<file path="src/rtl/bcs_pkg.sv">
package bcs_pkg;

    localparam int TS_W = 8;

    typedef enum logic [2:0] {
        ST_IDLE,
        ST_FETCH,
        ST_READ,
        ST_WRITE,
        ST_TAIL_RPT,
        ST_TAIL_END
    } bcs_state_t;

    function automatic int max_of(input int a, input int b);
        return (a > b) ? a : b;
    endfunction

endpackage

</file>
<file path="src/rtl/bcs_ctrl.sv">
module bcs_ctrl
    import bcs_pkg::*;
#(
    parameter int FETCH_T = 8,
    parameter int READ_T  = 3,
    parameter int WRITE_T = 3,
    parameter int RPT_T   = 7,
    parameter int END_T   = 2
) (
    input  logic clk,
    input  logic rst_n,
    input  logic start,
    input  logic repeat_en,
    input  logic last_xfer,
    output logic load,
    output logic rd_en,
    output logic capture,
    output logic wr_en,
    output logic step,
    output logic iter_end,
    output logic busy,
    output logic done
);

    localparam int MAX_T = max_of(max_of(max_of(FETCH_T, READ_T), max_of(WRITE_T, RPT_T)), END_T);
    localparam int TC_W  = $clog2(MAX_T + 1);

    bcs_state_t      state, state_d;
    logic [TC_W-1:0] tcnt, tcnt_d;
    logic            rpt_q;
    logic            fin;

    // state register
    always_ff @(posedge clk) begin
        if (!rst_n) begin
            state <= ST_IDLE;
            tcnt  <= '0;
            rpt_q <= 1'b0;
            done  <= 1'b0;
        end else begin
            state <= state_d;
            tcnt  <= tcnt_d;
            done  <= fin;
            if (load) rpt_q <= repeat_en;
        end
    end

    // next state and T-state countdown
    always_comb begin
        state_d = state;
        tcnt_d  = tcnt - TC_W'(1);
        unique case (state)
            ST_IDLE: begin
                tcnt_d = '0;
                if (start) begin
                    state_d = ST_FETCH;
                    tcnt_d  = TC_W'(FETCH_T - 1);
                end
            end
            ST_FETCH: if (tcnt == '0) begin
                state_d = ST_READ;
                tcnt_d  = TC_W'(READ_T - 1);
            end
            ST_READ: if (tcnt == '0) begin
                state_d = ST_WRITE;
                tcnt_d  = TC_W'(WRITE_T - 1);
            end
            ST_WRITE: if (tcnt == '0) begin
                if (rpt_q && !last_xfer) begin
                    state_d = ST_TAIL_RPT;
                    tcnt_d  = TC_W'(RPT_T - 1);
                end else begin
                    state_d = ST_TAIL_END;
                    tcnt_d  = TC_W'(END_T - 1);
                end
            end
            ST_TAIL_RPT: if (tcnt == '0) begin
                state_d = ST_FETCH;
                tcnt_d  = TC_W'(FETCH_T - 1);
            end
            ST_TAIL_END: if (tcnt == '0) begin
                state_d = ST_IDLE;
                tcnt_d  = '0;
            end
        endcase
    end

    // strobes decoded from state and countdown
    always_comb begin
        load     = (state == ST_IDLE) && start;
        rd_en    = (state == ST_READ) && (tcnt == TC_W'(READ_T - 1));
        capture  = (state == ST_READ) && (tcnt == '0);
        wr_en    = (state == ST_WRITE) && (tcnt == TC_W'(WRITE_T - 1));
        step     = (state == ST_WRITE) && (tcnt == '0);
        fin      = (state == ST_TAIL_END) && (tcnt == '0);
        iter_end = fin || ((state == ST_TAIL_RPT) && (tcnt == '0));
        busy     = (state != ST_IDLE);
    end

endmodule

</file>
<file path="src/rtl/bcs_regs.sv">
module bcs_regs #(
    parameter int ADDR_W = 16,
    parameter int CNT_W  = 16
) (
    input  logic              clk,
    input  logic              rst_n,
    input  logic              load,
    input  logic              capture,
    input  logic              step,
    input  logic              dir_dec,
    input  logic [ADDR_W-1:0] src_in,
    input  logic [ADDR_W-1:0] dst_in,
    input  logic [CNT_W-1:0]  cnt_in,
    input  logic              h_in,
    input  logic              n_in,
    input  logic              pv_in,
    input  logic [7:0]        rdata,
    output logic [ADDR_W-1:0] src_ptr,
    output logic [ADDR_W-1:0] dst_ptr,
    output logic [CNT_W-1:0]  cnt,
    output logic              flag_h,
    output logic              flag_n,
    output logic              flag_pv,
    output logic [7:0]        data_q,
    output logic              last_xfer
);

    logic              dec_q;
    logic [ADDR_W-1:0] ptr_init [2];
    logic [ADDR_W-1:0] ptr_q    [2];

    assign ptr_init[0] = src_in;
    assign ptr_init[1] = dst_in;
    assign src_ptr     = ptr_q[0];
    assign dst_ptr     = ptr_q[1];
    // counter at 1 before the decrement: this transfer empties it
    assign last_xfer   = (cnt == CNT_W'(1));

    for (genvar g = 0; g < 2; g++) begin : g_ptr
        always_ff @(posedge clk) begin
            if (!rst_n)       ptr_q[g] <= '0;
            else if (load)    ptr_q[g] <= ptr_init[g];
            else if (step)    ptr_q[g] <= dec_q ? ptr_q[g] - ADDR_W'(1) : ptr_q[g] + ADDR_W'(1);
        end
    end

    always_ff @(posedge clk) begin
        if (!rst_n) begin
            cnt     <= '0;
            dec_q   <= 1'b0;
            flag_h  <= 1'b0;
            flag_n  <= 1'b0;
            flag_pv <= 1'b0;
            data_q  <= '0;
        end else begin
            if (capture) data_q <= rdata;
            if (load) begin
                cnt     <= cnt_in;
                dec_q   <= dir_dec;
                flag_h  <= h_in;
                flag_n  <= n_in;
                flag_pv <= pv_in;
            end else if (step) begin
                cnt     <= cnt - CNT_W'(1);
                flag_h  <= 1'b0;
                flag_n  <= 1'b0;
                flag_pv <= !last_xfer;
            end
        end
    end

endmodule

</file>
<file path="src/rtl/bcs_meter.sv">
module bcs_meter
    import bcs_pkg::*;
(
    input  logic            clk,
    input  logic            rst_n,
    input  logic            busy,
    input  logic            iter_end,
    output logic            iter_valid,
    output logic [TS_W-1:0] iter_tstates
);

    logic [TS_W-1:0] run_q;

    always_ff @(posedge clk) begin
        if (!rst_n) begin
            run_q        <= '0;
            iter_valid   <= 1'b0;
            iter_tstates <= '0;
        end else begin
            iter_valid <= iter_end;
            if (iter_end) begin
                iter_tstates <= run_q + TS_W'(1);
                run_q        <= '0;
            end else if (busy) begin
                run_q <= run_q + TS_W'(1);
            end
        end
    end

endmodule

</file>
<file path="src/rtl/block_copy_seq.sv">
module block_copy_seq
    import bcs_pkg::*;
#(
    parameter int ADDR_W  = 16,
    parameter int CNT_W   = 16,
    parameter int FETCH_T = 8,
    parameter int READ_T  = 3,
    parameter int WRITE_T = 3,
    parameter int RPT_T   = 7,
    parameter int END_T   = 2
) (
    input  logic              clk,
    input  logic              rst_n,
    input  logic              start,
    input  logic              repeat_en,
    input  logic              dir_dec,
    input  logic [ADDR_W-1:0] src_in,
    input  logic [ADDR_W-1:0] dst_in,
    input  logic [CNT_W-1:0]  cnt_in,
    input  logic              h_in,
    input  logic              n_in,
    input  logic              pv_in,
    output logic [ADDR_W-1:0] mem_addr,
    output logic              mem_rd,
    output logic              mem_wr,
    output logic [7:0]        mem_wdata,
    input  logic [7:0]        mem_rdata,
    output logic [ADDR_W-1:0] src_ptr,
    output logic [ADDR_W-1:0] dst_ptr,
    output logic [CNT_W-1:0]  byte_cnt,
    output logic              flag_h,
    output logic              flag_n,
    output logic              flag_pv,
    output logic              busy,
    output logic              done,
    output logic              iter_valid,
    output logic [TS_W-1:0]   iter_tstates
);

    logic load, rd_en, capture, wr_en, step, iter_end, last_xfer;

    bcs_ctrl #(
        .FETCH_T(FETCH_T), .READ_T(READ_T), .WRITE_T(WRITE_T),
        .RPT_T(RPT_T), .END_T(END_T)
    ) u_ctrl (
        .clk(clk), .rst_n(rst_n), .start(start), .repeat_en(repeat_en),
        .last_xfer(last_xfer), .load(load), .rd_en(rd_en), .capture(capture),
        .wr_en(wr_en), .step(step), .iter_end(iter_end), .busy(busy), .done(done)
    );

    bcs_regs #(.ADDR_W(ADDR_W), .CNT_W(CNT_W)) u_regs (
        .clk(clk), .rst_n(rst_n), .load(load), .capture(capture), .step(step),
        .dir_dec(dir_dec), .src_in(src_in), .dst_in(dst_in), .cnt_in(cnt_in),
        .h_in(h_in), .n_in(n_in), .pv_in(pv_in), .rdata(mem_rdata),
        .src_ptr(src_ptr), .dst_ptr(dst_ptr), .cnt(byte_cnt),
        .flag_h(flag_h), .flag_n(flag_n), .flag_pv(flag_pv),
        .data_q(mem_wdata), .last_xfer(last_xfer)
    );

    bcs_meter u_meter (
        .clk(clk), .rst_n(rst_n), .busy(busy), .iter_end(iter_end),
        .iter_valid(iter_valid), .iter_tstates(iter_tstates)
    );

    assign mem_addr = rd_en ? src_ptr : dst_ptr;
    assign mem_rd   = rd_en;
    assign mem_wr   = wr_en;

endmodule

</file>
<file path="config.mk">
export PLATFORM = sky130hd
export DESIGN_NAME = block_copy_seq
export DESIGN_NICKNAME = d
export VERILOG_FILES = /design/src/rtl/bcs_pkg.sv /design/src/rtl/bcs_ctrl.sv /design/src/rtl/bcs_regs.sv /design/src/rtl/bcs_meter.sv /design/src/rtl/block_copy_seq.sv
export SDC_FILE = /design/constraint.sdc
export NUM_CORES = 1
export LEC_CHECK = 0
export BUFFER_PORTS_ARGS = -buffer_cell sky130_fd_sc_hd__buf_2
export CAP_MARGIN = 5
export CORE_MARGIN = 2
export CORE_UTILIZATION = 57
export DETAILED_ROUTE_END_ITERATION = 8
export GPL_ROUTABILITY_DRIVEN = 1
export PLACE_DENSITY = 0.86
export SLEW_MARGIN = 15
export SYNTH_ARGS = -nofsm -noshare
export SYNTH_HDL_FRONTEND = slang
export SYNTH_SLANG_ARGS = --single-unit
</file>
<file path="constraint.sdc">
create_clock -name clk -period 6.9 [get_ports clk]
set_clock_uncertainty 0.05 [all_clocks]
set_input_delay 1.38 -clock clk [delete_from_list [all_inputs] [get_ports clk]]
set_output_delay 1.38 -clock clk [all_outputs]
set_load 0.1 [all_outputs]
</file>
==> summary.txt, run 1 <==
STA
  • Setup TNS after final layout: 0 ps
  • Crit path setup slack, layout: 2779 ps
  • Unrepaired setup endpoints after global routing: no
  • Slew HR: 30.87%
  • Part of the cycle the worst path needs: 59.72%
  • Number of setup violations in the final report: 0
  • Final critical delay including setup and external delays: 4121 ps
  • Number of pins exceeding their max-slew limit in the final report: 0
  • Maximum frequency from static timing analysis: 242.7 MHz
  • Hold violation count in the final report: 0
  • Minimum hold slack: 403.2 ps
  • Tightest Pin Transition: 1036 ps

Synthesis
  • Synthesized netlist cell count: 615
  • Dominant cells by area after synthesis: sky130_fd_sc_hd__dfxtp_1 20%, sky130_fd_sc_hd__edfxtp_1 18%, sky130_fd_sc_hd__ha_1 8.0%
  • Flip-flop cell with the highest count after synthesis: sky130_fd_sc_hd__dfxtp_1
  • Net count of the mapped netlist: 715
  • Post-synthesis xor/xnor area fraction: 8.579%
  • Sequential-to-total area share from yosys stat: 38.46%
  • Multiplexer share of the synthesized area: 1.508%
  • Share of the synthesized area in the top cell type: 20.36%
  • Asr flop ratio synth: 0%
  • Ys Warns: 0
  • Fraction of the mapped netlist area in simple logic gates: 19.21%
  • Post-synth EDFFs: 32
  • Main combinational cell family by area after synthesis: compound AO/OA/AOI/OAI gates
  • Syn avg cell area: 8.632 sq um
  • Arithmetic-cell share of the synthesized area counting full adders, half adders and majority gates: 8.767%
  • Cell Area, Synth: 5309 sq um
  • Library cells used by synthesis: 68
  • Most area-hungry cell type in the Yosys netlist: sky130_fd_sc_hd__dfxtp_1
  • Area fraction in compound gates after synthesis: 20.48%
  • Number of synthesized register bits: 86

Global routing
  • Met2 global-route usage: 48.48%
  • Largest net degree at the start of global routing: 42
  • Via count of the first global-routing pass: 4821
  • Total gr overflow: 0
  • Fraction of met3 tracks used by global routing: 4.022%
  • Wire length of the first global-routing pass: 22920 um
  • Total routing usage reported by global routing: 28.11%
  • Most used routing layer: met2
  • Number of antenna violations at the first check in global routing: 0
  • M1 GR Usage: 35.87%

Critical path
  • Reg2Reg Depth: 6
  • Reg2reg start: u_ctrl.tcnt[0]$_SDFF_PN0_
  • Number of stages on the worst setup path: 6
  • Critical path buffers and inverters: 2
  • Delay-heaviest family, CP: simple AND/OR/NAND/NOR gates
  • Start point of the critical path: u_ctrl.state[2]$_SDFFE_PN0P_
  • Start-to-end type of the worst setup path: flip-flop to output pin
  • Worst path required time: 5470 ps
  • Critical path capture point type: output pin
  • Largest stage delay, worst path: 580 ps
  • Critical path launch point type: flip-flop
  • Most prevalent standard cell on the critical path: sky130_fd_sc_hd__nand2_1
  • Worst Path Max Fanout: 17
  • Arrival time at the worst endpoint: 2690 ps
  • Cells along the critical path: nor3_1, nand3_1, clkinv_1, nand2_1, nand2_1, buf_2
  • Slowest cell on the critical path: sky130_fd_sc_hd__dfxtp_1

Place
  • Post-DP HPWL: 10590 um
  • Count of input and output buffers: 151
  • Pre-CTS worst setup slack: 3193 ps
  • Global placement routability congestion: 0.9633

Finish
  • Diode insertion count for antenna repair: 0
  • End-of-flow core utilization: 68.95%
  • Layout cell share with drive strength beyond 1: 24.18%
  • Post-layout net count: 857
  • Area growth from synthesis to layout: 18.88%

Pwr
  • PD cells: 466.8 nW/um^2
  • Logic gate share of total power: 61.3%
  • Switching power of the nets: 1729 uW
  • Cell-internal power: 1217 uW
  • Static Leakage: 0.002956 uW
  • Clock power share: 11.9%
  • Worst vdd ir: 0.0002539 V
  • Switching Share: 58.70%
  • Sequential power share: 26.8%

Floorplanning
  • Initial Utilization: 58.00%
  • Std-Cell Rows: 35
  • Top-level I/O count: 152
  • Die area: 10100 sq um
  • Core area: 9153 sq um
  • Die boundary width: 100.5 um
  • Chip height: 100.5 um

Clock tree
  • Buffers inserted by post-CTS timing repair: 0
  • Clock latency on the worst-skew pair: 350 ps
  • Clk sinks: 86
  • Clock transition time at the flip-flop clock pins of the worst setup and hold paths: 80 ps
  • Clock tree root driver cell: sky130_fd_sc_hd__clkbuf_8
  • Clock buffer count from CTS: 9
  • Hold buffer count at CTS: 0
  • Buffer levels on the longest clock path: 2
  • Maximum level of the CTS H-tree: 3
  • Clock tree from TritonCTS: built
  • Cts repair resizes: 0

Routing
  • Detail-routed via count per cell: 5.915
  • Routed via count: 5158
  • Pre-antenna DRT Iters: 5
  • Routed wirelength normalized by instance count: 16.33 um
  • Total DRC errors in the routed layout: 0
  • Total wire length after detailed routing: 14240 um
  • Post-DRT Antenna Nets: 0
  • Iteration-0 DRC Markers: 281

Hold path
  • Number of cells on the worst hold path: 2
  • Tightest Hold Check Type: flip-flop to flip-flop
  • Startpoint of the tightest hold check path: u_meter.iter_tstates[2]$_SDFFE_PN0P_

Outcome
  • Outcome: completed

Flow run
  • Max-cap violations: 0
## placed cells by master (no fill, tap or decap), drive strengths merged, types with 3 or more instances in the layout
master,n
dfxtp,54
a21o,9
nor4,3
and3,3
a21oi,52
nor2,53
and2,3
a31oi,3
nand3,16
a22o,4
mux2i,8
nand4,3
a211oi,11
nor3,18
o21bai,4
o21a,4
nand2,109
edfxtp,32
xnor2,26
xor2,26
ha,34
buf,155
o211ai,7
nand2b,3
clkbuf,11
o21ai,53
or4,3
clkinv,3
inv,13
## synth_stat cells (all sizes together) (4+ instances only)
| cell type | number |
|---|---|
| xnor2 | 26 |
| nor2 | 53 |
| mux2i | 8 |
| nor3 | 18 |
| inv | 12 |
| buf | 7 |
| a21o | 9 |
| a21oi | 52 |
| nand2 | 109 |
| dfxtp | 54 |
| xor2 | 26 |
| a22o | 4 |
| o21a | 4 |
| clkbuf | 17 |
| nand3 | 16 |
| o21bai | 4 |
| o211ai | 7 |
| ha | 34 |
| a211oi | 11 |
| edfxtp | 32 |
| o21ai | 53 |
## state kept, by name, summed over array words and instances (netlist names)
name / cells
u_regs.ptr_q: 32
u_regs.cnt: 16
u_meter.iter_tstates: 8
u_meter.run_q: 8
u_regs.data_q: 8
u_ctrl.tcnt: 4
u_ctrl.state: 3
u_ctrl.done: 1
u_ctrl.rpt_q: 1
u_meter.iter_valid: 1
u_regs.dec_q: 1
u_regs.flag_h: 1
u_regs.flag_n: 1
u_regs.flag_pv: 1
## final timing paths
kind / endpoint / slack, ps
max: mem_addr[5] / 2780
min: u_meter.iter_tstates[2]$_SDFFE_PN0P_ / 400
max reg2reg: u_regs.ptr_q[1][10]$_SDFFCE_PN0P_ / 3520
min reg2reg: u_meter.iter_tstates[2]$_SDFFE_PN0P_ / 400
## power groups by stage
stage | registers (uW) | clock network (uW) | logic [uW]
6_report | 791 | 350 | 1810
3_3_place_gp | 790 | 0 | 1750
2_1_floorplan | 1400 | 0 | 878
5_1_grt | 803 | 375 | 1910
4_1_cts | 786 | 355 | 1800
3_5_place_dp | 797 | 0 | 1790
## through the flow
step / power [uW] / cells / area (sq um)
3_5_place_dp: 2585 / 857 / 6123
5_1_grt: 3085 / 872 / 6311
6_report: 2946 / 872 / 6311
3_3_place_gp: 2545 / 857 / 6123
2_1_floorplan: 2276 / 615 / 5309
4_1_cts: 2938 / 872 / 6311
## area by class of cell
cell class,instances,area [sq um]
multi-input combinational,492,3108
fill,731,2841
sequential,86,2042
timing repair buffer,155,785.8
clock buffer,11,141.4
tap,111,138.9
inverter,13,48.80
clock inverter,4,46.29
## layer usage
metal | wire length, um | share of wire [%] | vias to the layer above
li1 | - | - | 2504
met1 | 5884 | 41 | 2397
met3 | 971 | 6.8 | 27
met2 | 7074 | 50 | 230
met4 | 312 | 2.2 | 0
met5 | 0 | 0 | -
## tightest hold or removal path, stage by stage, from the launching register on
cell and delay [ps]:
sky130_fd_sc_hd__dfxtp_1 320, sky130_fd_sc_hd__nand2_1 40, sky130_fd_sc_hd__o21ai_0 50
## kinds of logic after synthesis
| kind of cell | Yosys count |
|---|---|
| and+or+nand+nor | 223 |
| AOI/OAI and AO/OA | 173 |
| DFF | 86 |
| xor gates and xnor gates | 52 |
| buffers and inverters | 37 |
| adders and majority gates | 36 |
| muxes | 8 |
Note: power is estimated with default switching activity, not from simulation.
==> run 2, diff against run 1 <==
CORE_UTILIZATION = 48   (was 57)
PLACE_DENSITY = 0.78   (was 0.86)
clock period = 3.4 ns   (was 6.9 ns; I/O delays follow)
==> summary.txt, run 2 (synthesis gave the netlist of run 1 again) <==
Finish
  • Area growth from synthesis to layout: 21.78%
  • Registers with the most flip-flops: u_regs.ptr_q: 32 flops, u_regs.cnt: 16 flops
  • Count of fill cells added during filler insertion: 969
  • Layout cell share with drive strength beyond 1: 25.00%
  • Flip-flop count of the largest register, all copies and words added: 32
  • Diode insertion count for antenna repair: 0
  • Register ranked first by flip-flop count: u_regs.ptr_q
  • Most common cell after layout, fill and taps aside: sky130_fd_sc_hd__buf_2
  • Post-Layout Inst Area: 6465 sq um
  • Sequential standard cell area: 2042 sq um
  • Post-layout net count: 863
  • Commonest non-fill, non-tap cells in the layout: 151 x sky130_fd_sc_hd__buf_2, 108 x sky130_fd_sc_hd__nand2_1, 54 x sky130_fd_sc_hd__dfxtp_1
  • Combined area of the multi-input logic cells: 3108 sq um

Critical path
  • Reg2reg start: u_ctrl.tcnt[0]$_SDFF_PN0_
  • Arrival time at the worst endpoint: 2490 ps
  • Critical path capture point type: output pin
  • Worst path required time: 2670 ps
  • Reg-to-reg critical path endpoint: u_regs.ptr_q[0][7]$_DFFE_PP_
  • Critical path launch point type: flip-flop
  • Slack of the worst reg-to-reg path: 560 ps
  • Worst Path Max Fanout: 17
  • Reg2Reg Depth: 6
  • Start-to-end type of the worst setup path: flip-flop to output pin

Floorplanning
  • Initial Utilization: 49.19%
  • Top-level I/O count: 152
  • Die boundary width: 109.2 um
  • Die area: 11920 sq um
  • Std-Cell Rows: 38
  • Core area: 10790 sq um
  • Chip height: 109.2 um

Global routing
  • Largest net degree at the start of global routing: 27
  • Wire length of the first global-routing pass: 23400 um
  • Via count of the first global-routing pass: 5011
  • Total routing usage reported by global routing: 25.22%
  • Number of antenna violations at the first check in global routing: 0
  • Total gr overflow: 0

Pwr
  • Worst vdd ir: 0.0006103 V
  • Sequential power share: 25.9%
  • Cell-internal power: 2647 uW
  • Logic gate share of total power: 59.5%
  • Switching power of the nets: 3535 uW
  • PD cells: 956.2 nW/um^2
  • Clock power share: 14.6%
  • Static Leakage: 0.003015 uW
  • Switching Share: 57.19%

Routing
  • Routed via count: 5214
  • Post-DRT Antenna Nets: 0
  • Pre-antenna DRT Iters: 7
  • Total DRC errors in the routed layout: 0
  • Routed wirelength normalized by instance count: 16.56 um
  • Iteration-0 DRC Markers: 388
  • Total wire length after detailed routing: 15040 um
  • Detail-routed via count per cell: 5.742

STA
  • Maximum frequency from static timing analysis: 310.1 MHz
  • Number of pins exceeding their max-slew limit in the final report: 0
  • Number of setup violations in the final report: 0
  • Unrepaired setup endpoints after global routing: no
  • Final critical delay including setup and external delays: 3224 ps
  • Tightest Pin Transition: 844.5 ps
  • Slew HR: 43.58%
  • Hold violation count in the final report: 0
  • Setup TNS after final layout: 0 ps
  • Part of the cycle the worst path needs: 94.84%

Hold path
  • Destination of the worst hold path: u_meter.iter_tstates[2]$_SDFFE_PN0P_
  • Number of cells on the worst hold path: 2
  • Tightest Hold Check Type: flip-flop to flip-flop
  • Startpoint of the tightest hold check path: u_meter.iter_tstates[2]$_SDFFE_PN0P_

Clock tree
  • Clock tree from TritonCTS: built
  • Buffers inserted by post-CTS timing repair: 0
  • Clock buffer count from CTS: 9
  • Hold buffer count at CTS: 0
  • Cts repair resizes: 0
  • Clock transition time at the flip-flop clock pins of the worst setup and hold paths: 80 ps
  • Clk sinks: 86
  • Buffer levels on the longest clock path: 2
  • Maximum level of the CTS H-tree: 3
  • Clock latency on the worst-skew pair: 380 ps
  • Clock tree root driver cell: sky130_fd_sc_hd__clkbuf_8

Place
  • Global placement routability congestion: 0.9148
  • Post-DP HPWL: 11220 um
  • Count of input and output buffers: 151
  • Cell area reported after detailed placement: 6205 sq um

Flow run
  • Max-cap violations: 0

Outcome
  • Outcome: completed
[run 2: cell types whose count changed in the layout (fill, tap and decap cells not counted)]
cell / previous run / this run
sky130_fd_sc_hd__clkbuf_1: 1 / 0
sky130_fd_sc_hd__clkbuf_16: 0 / 2
sky130_fd_sc_hd__clkinv_2: 2 / 1
sky130_fd_sc_hd__bufinv_16: 1 / 2
sky130_fd_sc_hd__buf_4: 4 / 10
sky130_fd_sc_hd__clkinvlp_4: 0 / 1
sky130_fd_sc_hd__inv_4: 1 / 0
[run 2: power by group through the flow]
stage	Combinational, uW	Clock, uW	Sequential [uW]
after floorplan	1780	0	2840
after global placement	3580	0	1600
after detailed placement	3660	0	1620
after CTS	3670	914	1600
after global routing	3890	949	1630
final	3680	901	1600
[run 2: critical path: stages (launching register included)]
cell and delay (ps):
sky130_fd_sc_hd__dfxtp_1 580, sky130_fd_sc_hd__nor3_1 140, sky130_fd_sc_hd__nand3_1 120, sky130_fd_sc_hd__buf_4 210, sky130_fd_sc_hd__clkinv_1 460, sky130_fd_sc_hd__nand2_1 240
sky130_fd_sc_hd__nand2_1 80, sky130_fd_sc_hd__buf_2 290
[run 2: metrics by stage]
stage	worst slack (ps)	hold WS, ps	std cells	power [uW]	utilization (%)
2_1_floorplan	167.9	381.7	615	4618	-
6_report	175.6	405.3	908	6182	59.90
5_1_grt	16.12	446.8	908	6474	59.90
3_3_place_gp	656.2	387.5	892	5186	57.49
3_5_place_dp	580.0	392.6	892	5274	57.49
4_1_cts	213.2	412.5	908	6179	59.90
[run 2: layout make-up]
class | instances | share of cell area [%]
multi-input cells | 492 | 48.07
flip-flops and latches | 86 | 31.59
repair buffers | 161 | 12.85
clock buffers | 12 | 2.903
well taps | 140 | 2.710
clock inverters | 4 | 1.123
inverters | 13 | 0.7548
[run 2: layer usage]
metal | up-vias | GRT usage (%) | share of wire, %
met3 | 34 | 5.260 | 7.6
met2 | 237 | 44.85 | 49
met5 | - | 0 | 0
met4 | 0 | 9.707 | 2.3
li1 | 2500 | - | -
met1 | 2443 | 29.61 | 41
[run 2: worst max-delay path by stage]
stage	slack (ps)	cells past startpoint	end	from
2_1_floorplan	170	7	mem_addr[10]	u_ctrl.state[1]$_SDFFE_PN0P_
3_3_place_gp	660	5	u_regs.ptr_q[1][8]$_SDFFCE_PN0P_	start
3_5_place_dp	580	5	u_regs.ptr_q[0][11]$_DFFE_PP_	start
4_1_cts	210	7	mem_addr[8]	u_ctrl.state[2]$_SDFFE_PN0P_
5_1_grt	20	7	mem_addr[6]	u_ctrl.state[2]$_SDFFE_PN0P_
6_report	180	7	mem_addr[8]	u_ctrl.state[2]$_SDFFE_PN0P_
==> run 3, diff against run 2 <==
CORE_MARGIN = 4   (was 2)
==> summary.txt, run 3 (synthesis gave the netlist of run 1 again) <==
Place
  • Count of input and output buffers: 151
  • Global placement routability congestion: 0.9256
  • Post-DP HPWL: 11280 um
  • Cell area reported after detailed placement: 6212 sq um
  • Pre-CTS worst setup slack: 520.0 ps

Finish
  • Register ranked first by flip-flop count: u_regs.ptr_q
  • Area growth from synthesis to layout: 20.46%
  • Layout cell share with drive strength beyond 1: 24.97%
  • Diode insertion count for antenna repair: 0
  • Registers with the most flip-flops: u_regs.ptr_q: 32 flops, u_regs.cnt: 16 flops
  • Post-layout net count: 864
  • Flip-flop count of the largest register, all copies and words added: 32
  • Most common cell after layout, fill and taps aside: sky130_fd_sc_hd__buf_2
  • Commonest non-fill, non-tap cells in the layout: 151 x sky130_fd_sc_hd__buf_2, 108 x sky130_fd_sc_hd__nand2_1, 54 x sky130_fd_sc_hd__dfxtp_1
  • Post-Layout Inst Area: 6395 sq um

Clock tree
  • Buffers inserted by post-CTS timing repair: 0
  • Hold buffer count at CTS: 0
  • Buffer levels on the longest clock path: 2
  • Clock latency on the worst-skew pair: 360 ps
  • Clock transition time at the flip-flop clock pins of the worst setup and hold paths: 80 ps
  • Clk sinks: 86
  • Clock tree root driver cell: sky130_fd_sc_hd__clkbuf_8
  • Clock buffer count from CTS: 9
  • Maximum level of the CTS H-tree: 3
  • Cts repair resizes: 0
  • Clock tree from TritonCTS: built

Routing
  • Detail-routed via count per cell: 5.608
  • Routed via count: 5098
  • Total DRC errors in the routed layout: 0
  • Total wire length after detailed routing: 14710 um
  • Post-DRT Antenna Nets: 0
  • Iteration-0 DRC Markers: 301
  • Pre-antenna DRT Iters: 4
  • Routed wirelength normalized by instance count: 16.18 um

Global routing
  • Wire length of the first global-routing pass: 24210 um
  • Total routing usage reported by global routing: 23.15%
  • Total gr overflow: 0
  • Largest net degree at the start of global routing: 41
  • Via count of the first global-routing pass: 4996
  • Number of antenna violations at the first check in global routing: 0

Critical path
  • Critical path buffers and inverters: 3
  • Delay-heaviest family, CP: buffers and inverters
  • Critical path launch point type: flip-flop
  • Slowest cell on the critical path: sky130_fd_sc_hd__dfxtp_1
  • Worst Path Max Fanout: 17
  • Start-to-end type of the worst setup path: flip-flop to output pin
  • Slack of the worst reg-to-reg path: 510 ps
  • Largest stage delay, worst path: 590 ps
  • Most prevalent standard cell on the critical path: sky130_fd_sc_hd__nand2_1
  • Arrival time at the worst endpoint: 2430 ps
  • Critical path capture point type: output pin
  • Cells along the critical path: nor3_1, nand3_1, buf_4, clkinv_1, nand2_1, nand2_1, buf_2
  • Worst path required time: 2670 ps

Outcome
  • Outcome: completed

Floorplanning
  • Die boundary width: 113.2 um
  • Core area: 10840 sq um
  • Top-level I/O count: 152
  • Initial Utilization: 48.97%
  • Chip height: 113.2 um
  • Std-Cell Rows: 38
  • Die area: 12810 sq um

STA
  • Number of pins exceeding their max-slew limit in the final report: 0
  • Final critical delay including setup and external delays: 3163 ps
  • Crit path setup slack, layout: 237.0 ps
  • Hold violation count in the final report: 0
  • Part of the cycle the worst path needs: 93.03%
  • Slew HR: 42.97%
  • Setup TNS after final layout: 0 ps
  • Maximum frequency from static timing analysis: 316.2 MHz
  • Number of setup violations in the final report: 0
  • Minimum hold slack: 401.4 ps
  • Unrepaired setup endpoints after global routing: no
  • Tightest Pin Transition: 852.3 ps

Pwr
  • PD cells: 931.8 nW/um^2
  • Clock power share: 11.6%
  • Switching power of the nets: 3516 uW
  • Worst vdd ir: 0.0006646 V
  • Sequential power share: 26.9%
  • Total power: 5959 uW
  • Static Leakage: 0.002989 uW
  • Switching Share: 59.00%
  • Logic gate share of total power: 61.5%
  • Cell-internal power: 2443 uW

Flow run
  • Max-cap violations: 0

Hold path
  • Tightest Hold Check Type: flip-flop to flip-flop
[run 3: cell type report]
class,instances,area [sq um]
Clock buffer,11,152.6
Clock inverter,5,30.03
Fill cell,997,4446
Inverter,13,48.80
Multi-Input combinational cell,492,3108
Sequential cell,86,2042
Tap cell,140,175.2
Timing Repair Buffer,162,838.3
[run 3: final timing paths]
path,from,endpoint,depth (start not counted)
hold reg to reg,u_ctrl.rpt_q$_SDFFE_PN0P_,u_ctrl.rpt_q$_SDFFE_PN0P_,2
hold / removal,u_ctrl.rpt_q$_SDFFE_PN0P_,u_ctrl.rpt_q$_SDFFE_PN0P_,2
setup / recovery,u_ctrl.state[2]$_SDFFE_PN0P_,mem_addr[0],7
setup reg to reg,u_regs.dec_q$_SDFFE_PN0P_,u_regs.ptr_q[0][15]$_DFFE_PP_,8
[run 3: power groups by stage]
stage / Clock (uW) / Combinational (uW) / Sequential, uW
6_report: 693 / 3660 / 1600
5_1_grt: 751 / 3900 / 1630
4_1_cts: 707 / 3670 / 1600
3_5_place_dp: 0 / 3650 / 1620
3_3_place_gp: 0 / 3610 / 1610
2_1_floorplan: 0 / 1780 / 2840
[run 3: through the flow]
step / util [%] / std cells
final: 58.99 / 909
after global routing: 58.99 / 909
after CTS: 58.99 / 909
after detailed placement: 57.31 / 893
after global placement: 57.31 / 893
after floorplan: - / 615
[run 3: routing by layer]
metal | routed length, um | track usage, % | part of all wire (%)
met5 | 0 | 0 | 0
met4 | 374 | 8.974 | 2.5
met3 | 978 | 4.225 | 6.7
met2 | 7107 | 39.65 | 48
met1 | 6244 | 28.91 | 42
[run 3: worst register-to-register path, delay by kind of cell (launching register included)]
| family | cells | cell delay [ps] |
|---|---|---|
| XOR/XNOR | 1 | 170 |
| adder cells (fa/ha/maj) | 1 | 280 |
| buffers and inverters | 1 | 320 |
| flip-flops | 1 | 570 |
| AO/OA/AOI/OAI | 5 | 1250 |
